===== src/rtl/hp2sp_pkg.sv =====
package hp2sp_pkg;
  localparam int unsigned HALF_W   = 16;
  localparam int unsigned HALF_EW  = 5;
  localparam int unsigned HALF_MW  = 10;
  localparam int unsigned SGL_W    = 32;
  localparam int unsigned SGL_EW   = 8;
  localparam int unsigned SGL_MW   = 23;
  localparam int unsigned HALF_BIAS = (1 << (HALF_EW - 1)) - 1;
  localparam int unsigned SGL_BIAS  = (1 << (SGL_EW - 1)) - 1;
  localparam int unsigned BIAS_DIFF = SGL_BIAS - HALF_BIAS;
  localparam int unsigned PAD_W     = SGL_MW - HALF_MW;
  localparam int unsigned LZ_W      = $clog2(HALF_MW + 1);

  typedef enum logic [1:0] {
    CLS_ZERO = 2'd0,
    CLS_SUB  = 2'd1,
    CLS_NORM = 2'd2,
    CLS_SPEC = 2'd3
  } half_cls_e;
endpackage


===== src/rtl/hp2sp_classify.sv =====
module hp2sp_classify
  import hp2sp_pkg::*;
(
  input  logic [HALF_EW-1:0] exp_i,
  input  logic [HALF_MW-1:0] man_i,
  output half_cls_e          cls_o
);
  always_comb begin
    if (&exp_i)       cls_o = CLS_SPEC;
    else if (|exp_i)  cls_o = CLS_NORM;
    else if (|man_i)  cls_o = CLS_SUB;
    else              cls_o = CLS_ZERO;
  end
endmodule


===== src/rtl/hp2sp_lzc.sv =====
module hp2sp_lzc #(
  parameter int unsigned W   = 10,
  parameter int unsigned CNT_W = $clog2(W + 1)
) (
  input  logic [W-1:0]     vec_i,
  output logic [CNT_W-1:0] cnt_o
);
  // scan upward so the highest set bit wins
  always_comb begin
    cnt_o = CNT_W'(W);
    for (int i = 0; i < int'(W); i++) begin
      if (vec_i[i]) cnt_o = CNT_W'(int'(W) - 1 - i);
    end
  end
endmodule


===== src/rtl/hp2sp_core.sv =====
module hp2sp_core
  import hp2sp_pkg::*;
(
  input  logic [HALF_W-1:0] half_i,
  output logic [SGL_W-1:0]  single_o
);
  logic               sgn;
  logic [HALF_EW-1:0] h_exp;
  logic [HALF_MW-1:0] h_man;
  half_cls_e          cls;
  logic [LZ_W-1:0]    lz;
  logic [LZ_W-1:0]    shamt;
  logic [HALF_MW-1:0] sub_man;
  logic [SGL_EW-1:0]  s_exp;
  logic [HALF_MW-1:0] s_man;

  assign sgn   = half_i[HALF_W-1];
  assign h_exp = half_i[HALF_W-2 -: HALF_EW];
  assign h_man = half_i[HALF_MW-1:0];

  hp2sp_classify u_cls (
    .exp_i (h_exp),
    .man_i (h_man),
    .cls_o (cls)
  );

  hp2sp_lzc #(.W(HALF_MW), .CNT_W(LZ_W)) u_lzc (
    .vec_i (h_man),
    .cnt_o (lz)
  );

  // shift one past the leading one so it drops out as the hidden bit
  assign shamt   = lz + LZ_W'(1);
  assign sub_man = h_man << shamt;

  always_comb begin
    unique case (cls)
      CLS_SPEC: begin s_exp = {SGL_EW{1'b1}};                    s_man = h_man;   end
      CLS_NORM: begin s_exp = SGL_EW'(h_exp) + SGL_EW'(BIAS_DIFF); s_man = h_man;   end
      CLS_SUB:  begin s_exp = SGL_EW'(BIAS_DIFF) - SGL_EW'(lz);    s_man = sub_man; end
      default:  begin s_exp = '0;                                s_man = '0;      end
    endcase
  end

  assign single_o = {sgn, s_exp, s_man, {PAD_W{1'b0}}};
endmodule


===== src/rtl/hp2sp_widen.sv =====
module hp2sp_widen
  import hp2sp_pkg::*;
#(
  parameter bit REG_OUT = 1'b1
) (
  input  logic              clk_i,
  input  logic              rst_ni,
  input  logic              valid_i,
  input  logic [HALF_W-1:0] half_i,
  output logic              valid_o,
  output logic [SGL_W-1:0]  single_o
);
  logic [SGL_W-1:0] conv;

  hp2sp_core u_core (
    .half_i   (half_i),
    .single_o (conv)
  );

  generate
    if (REG_OUT) begin : g_reg
      logic             vld_q;
      logic [SGL_W-1:0] dat_q;
      always_ff @(posedge clk_i or negedge rst_ni) begin
        if (!rst_ni) begin
          vld_q <= 1'b0;
          dat_q <= '0;
        end else begin
          vld_q <= valid_i;
          if (valid_i) dat_q <= conv;  // hold on idle cycles
        end
      end
      assign valid_o  = vld_q;
      assign single_o = dat_q;
    end else begin : g_comb
      assign valid_o  = valid_i;
      assign single_o = conv;
    end
  endgenerate
endmodule


===== config.mk =====
export PLATFORM = sky130hd
export DESIGN_NAME = hp2sp_widen
export DESIGN_NICKNAME = d
export VERILOG_FILES = /design/src/rtl/hp2sp_pkg.sv /design/src/rtl/hp2sp_classify.sv /design/src/rtl/hp2sp_lzc.sv /design/src/rtl/hp2sp_core.sv /design/src/rtl/hp2sp_widen.sv
export SDC_FILE = /design/constraint.sdc
export NUM_CORES = 1
export LEC_CHECK = 0
export ABC_CLOCK_PERIOD_IN_PS = 1700
export BUFFER_PORTS_ARGS = -buffer_cell sky130_fd_sc_hd__buf_2
export CELL_PAD_IN_SITES_DETAIL_PLACEMENT = 0
export CELL_PAD_IN_SITES_GLOBAL_PLACEMENT = 1
export CORE_ASPECT_RATIO = 0.5
export CORE_UTILIZATION = 35
export CTS_CLUSTER_SIZE = 40
export DETAILED_ROUTE_END_ITERATION = 6
export PLACE_DENSITY_LB_ADDON = 0.1
export SYNTH_ARGS = -nofsm -noshare
export SYNTH_HDL_FRONTEND = slang
export SYNTH_SLANG_ARGS = --single-unit
export TNS_END_PERCENT = 100

===== constraint.sdc =====
create_clock -name clk_i -period 1.7 [get_ports clk_i]
set_clock_uncertainty 0.15 [all_clocks]
set_input_delay 0.17 -clock clk_i [delete_from_list [all_inputs] [get_ports clk_i]]
set_output_delay 0.17 -clock clk_i [all_outputs]
set_load 0.05 [all_outputs]

### Word-level counts from Yosys, hierarchy flattened

Cells that the tools add are included.

| cells by class | value |
|---|---|
| add/subtract/negate cells | 3 |
| equality and inequality tests | 3 |
| shift operators | 1 |
| muxes and demuxes | 15 |
| reductions and logical operators | 4 |

Operators with widths:

| cell | count |
|---|---|
| $mux W4 | 9 |
| $pmux W8 S3 | 1 |
| $pmux W10 S2 | 1 |
| $reduce_or A10 Y1 | 1 |
| $shl A10 B4 Y10 | 1 |
| $add A5 B7 Y8 const B | 1 |
| $sub A7 B4 Y8 const A | 1 |
| $mux W2 | 3 |
| $reduce_and A5 Y1 | 1 |
| $reduce_or A5 Y1 | 1 |
| $add A4 B1 Y4 const B | 1 |
| $eq A2 B2 Y1 const B | 2 |
| $eq A2 B1 Y1 const B | 1 |
| $reduce_or A2 Y1 | 1 |
| $mux W1 | 1 |

| storage, ports and cells | value |
|---|---|
| register bits | 20 |
| input port bits | 19 |

### Longest topological paths before layout

| logic depth | value |
|---|---|
| depth after elaboration | 13 |
| depth in mapped cells | 11 |
| depth with buffers taken out | 9 |

### Cells and area by module

From an unflattened synthesis, not the netlist that was laid out.

| unflattened totals | value |
|---|---|
| cells, all modules | 200 |
| area, all modules | 2,297.2 um2 |

Modules (own cells, without submodules):

| module | instances | cells an instance | area each (um2) | sequential area each (um2) |
|---|---|---|---|---|
| hp2sp_widen | 1 | 69 | 1,370.1 | 825.8 |
| hp2sp_core | 1 | 105 | 774.5 | 0.0 |
| hp2sp_lzc | 1 | 17 | 97.6 | 0.0 |
| hp2sp_classify | 1 | 9 | 55.1 | 0.0 |

### Worst setup path before layout

No wires, ideal clock.

| path | value |
|---|---|
| kind | in2reg |
| start | input half_i[3] |
| end | register g_reg.dat_q[19], in the netlist single_o[19] |
| arrival time | 2.426 ns |
| data required time | 1.419 ns |
| slack | -1.007 ns |
| stages | 10 |
| buffers on the path | 1 |
| path through | clkbuf_1 nor4_1 o21ai_0 and2_1 ha_1 or2_2 a2111oi_0 a311oi_1 a21oi_1 o31ai_2 |

| on the way | value |
|---|---|
| cells in the longest elaborated chain, start to end | 10 |
| elaborated cells between the ends (all ways) | 18 |
| classes of those cells | add/sub (1); eq/ne (3); shift (1); mux (11); reduce/logical (2) |

RTL lines:

| element | line | RTL |
|---|---|---|
| start, declared | hp2sp_widen.sv:9 | `input logic [HALF_W-1:0] half_i,` |
| $mux W4 (7 in series) | hp2sp_lzc.sv:12 | `if (vec_i[i]) cnt_o = CNT_W'(int'(W) - 1 - i);` |
| $add A4 B1 Y4 | hp2sp_core.sv:33 | `assign shamt = lz + LZ_W'(1);` |
| $shl A10 B4 Y10 | hp2sp_core.sv:34 | `assign sub_man = h_man << shamt;` |
| $pmux W10 S2 * | hp2sp_core.sv:37 | `unique case (cls)` |
| end signal, assigned | hp2sp_widen.sv:30 | `if (valid_i) dat_q <= conv;` |
| end, declared | hp2sp_widen.sv:23 | `logic [SGL_W-1:0] dat_q;` |

Mark *: on every way between the ends. The rest lies on a longest branch, timed or not.
A chain may end at the register's enable or synchronous reset.

### Worst setup path after layout

| path | value |
|---|---|
| start | input half_i[2] |
| end | register g_reg.dat_q[18], in the netlist single_o[18] |

| on the way | value |
|---|---|
| cells in the longest elaborated chain, start to end | 11 |
| elaborated cells between the ends (all ways) | 19 |
| classes of those cells | add/sub (1); eq/ne (3); shift (1); mux (12); reduce/logical (2) |

RTL lines:

| element | line |
|---|---|
| $mux W4 (8 in series) | hp2sp_lzc.sv:12 |
| $add A4 B1 Y4 | hp2sp_core.sv:33 |
| $shl A10 B4 Y10 | hp2sp_core.sv:34 |
| $pmux W10 S2 * | hp2sp_core.sv:37 |

Marked as above.

==> qor.yml <==
status: "finished, violations left"
failed_checks: "setup timing"
viasPerCell: 5.33
yosysSeqAreaShare_pct: 27.6
cp_max_fo: 5
p_int_uw: 1000
syn_avg_cell_area_um2: 7.91
wire_per_inst_um: 16.4
wirelength_mm: 6.14
hold_violations: 0
dr.pass1.iters: 4
hold_depth: 4
gp_congestion: 0.859
dp_hpwl_mm: 4.58
setup_viol: 13
cp-start-kind: "input port"
critPathTopFamily: "compound AO/OA/AOI/OAI gates"
syn_inst: 218
ys_top_cells_by_area: "dfrtp_1 28%, buf_4 6.1%, a21oi_1 4.6%, nor2_1 4.6%, o21ai_0 4.1%"
dieHeight_um: 51.6
end_kind: "flip-flop"
crit_chain: "buf_6 > o31a_1 > o31ai_4 > inv_1 > ha_2 > or3_4 > a41oi_1 > o21ai_0 > a21oi_1"
synth_common_cells: "21 x nor2_1, 19 x dfrtp_1, 16 x a21oi_1, 14 x buf_4, 14 x o21ai_0"
synth_top_area_share_pct: 27.6
portBuffers: 38
clock_latency_ns: 0.26
tritoncts: "yes"
grt_pass1_vias: 1879
antenna_cells: 0
synth.most_common_cell: "nor2_1"
crit_type: "input port to flip-flop"
power_frac_seq_pct: 29.5
rsz0062_at_grt: "true"
timing.fmax_mhz: 497
die_w_um: 101
cts_sinks: 19
synth_cell_types: 53
io_pins: 52
cpMaxStageDelayCell: "or3_4"
ys_ff_latch: 19
powerDensity_mw_per_mm2: 639
combPwrFrac_pct: 52.4
drive_above_1_share_pct: 49.7
grt_max_degree: 29
root_buffer: "clkbuf_8"
switching_power_uw: 766
rows: 17
core_area_mm2: 0.00457
cts_max_path_buffers: 2
period_minus_slack_ns: 2.01
route.detailed.drc: 0
grt_pass1_wl_mm: 9.80
track_usage_pct: 24.9
hold_class: "input port to flip-flop"
yosysTopAreaCell: "dfrtp_1"
required_ns: 1.74
ys_async_sr_fraction_pct: 100
synth_edf_count: 0
postLayoutSetupSlackWorst_ns: -0.313
r2r_slack_ns: 0.62
worstSetupEndpoint: "single_o[18]"
yosysWarnings: 0
reg2reg_depth: 4
first_iter_violations: 173
numCtsBuffers: 3
drtAntennaViolNets: 0
initial_utilization_pct: 37.7
crit_arrival_ns: 2.05
cp.buffers_inverters: 2
clk_pin_slew_ns: 0.08
area_delta_synth_final_pct: 60.3
h-tree-depth: 1
cp.depth: 9
vias: 1994
grt_antenna_before_repair: 0
period_share_pct: 118
slew_viol_final: 0
synth_flop_cell: "dfrtp_1"
crit_start: "half_i[2]"
power_uw: 1770
dieArea_mm2: 0.00523
final_nets: 330
rr_endpoint: "single_o[22]"
drv_cap: 0
grt-ovfl-total: 0
p_clk_share_pct: 18.1
swShare_pct: 43.4
p_leak_uw: 0.00120
regToRegStartpoint: "single_o[22]"
hold_ws_ns: 0.121
slowest_delay_ns: 0.36
synth_area_mm2: 0.00173
ir_drop_uv: 334
metrics by stage:
stage	TNS, ns	instance area (um^2)	util [%]	std cells	worst slack [ns]
3_3_place_gp	-8.28	2330	51.0	358	-0.698
4_1_cts	-2.51	2620	57.3	371	-0.299
5_1_grt	-3.69	2770	60.5	374	-0.376
6_report	-2.68	2770	60.5	374	-0.313
2_1_floorplan	-7.01	1880	-	230	-0.700
3_5_place_dp	-8.69	2330	51.0	358	-0.746
final cells by class:
cell class              instances  area, um^2
clock buffers                   3        41.3
clock inverters                 1        5.00
fillers                       442        1810
inverters                      12        47.5
multi-input cells             169        1340
flip-flops and latches         19         475
well taps                      66        82.6
repair buffers                104         778
repair_timing:
item                       in CTS  in global routing
gates cloned                    1                  0
resized for setup              35                 28
hold buffers                    2                  0
setup buffers                   6                  3
setup endpoints to repair      15                 15
pin swaps                      19                  8
hold endpoints to repair       20                  0
sequential cells by signal (all words and copies together) (netlist names):
name	count
single_o	18
valid_o	1
cells by family after synthesis:
logic type	share of synthesized area, %
AO/OA/AOI/OAI	34.0
flip-flops	27.6
multiplexers	2.47
buffers and inverters	13.8
AND/OR/NAND/NOR	20.0
other	0.217
XOR/XNOR	0.508
adder cells (fa/ha/maj)	1.45
worst min-delay path by stage:
stage	startpoint	to	slack [ns]
5_1_grt	half_i[10]	single_o[23]	0.15
3_5_place_dp	rst_ni	single_o[25]	-0.006
2_1_floorplan	rst_ni	single_o[13]	-0.28
6_report	half_i[10]	single_o[23]	0.12
3_3_place_gp	rst_ni	single_o[27]	-0.02
4_1_cts	half_i[13]	single_o[26]	0.11
worst reg2reg max path, cell delays in order (launching register included):
cell and delay (ns):
dfrtp_1 0.34, inv_1 0.05, nor2_1 0.16, nor2_1 0.07
a211oi_1 0.22
power by group through the flow:
stage	combinational, uW	clock [uW]	sequential, uW
after detailed placement	789	0	529
final	925	320	521
after global routing	980	340	526
after global placement	785	0	529
after CTS	869	331	520
after floorplan	387	0	693
routing by layer:
metal / vias up / part of all wire [%] / GRT usage [%]
li1: 966 / - / -
met2: 92 / 42 / 38.8
met5: - / 0 / 0
met1: 932 / 51 / 36.6
met4: 0 / 0.49 / 6.76
met3: 4 / 6.6 / 2.69
cell usage in the layout, fill, tap and decap left out, types with 5 or more instances in the layout:
cell / synthesis / layout
a21oi_1: 16 / 11
inv_1: 12 / 10
dfrtp_1: 19 / 19
buf_2: 1 / 30
nor2_1: 21 / 18
nand2_1: 10 / 8
buf_6: 3 / 12
a21oi_2: 0 / 5
o22ai_1: 5 / 5
nor2b_1: 8 / 7
a31oi_1: 9 / 8
buf_4: 14 / 57
conb_1: 1 / 13
o21ai_0: 14 / 9
Note: power is estimated with default switching activity, not from simulation.
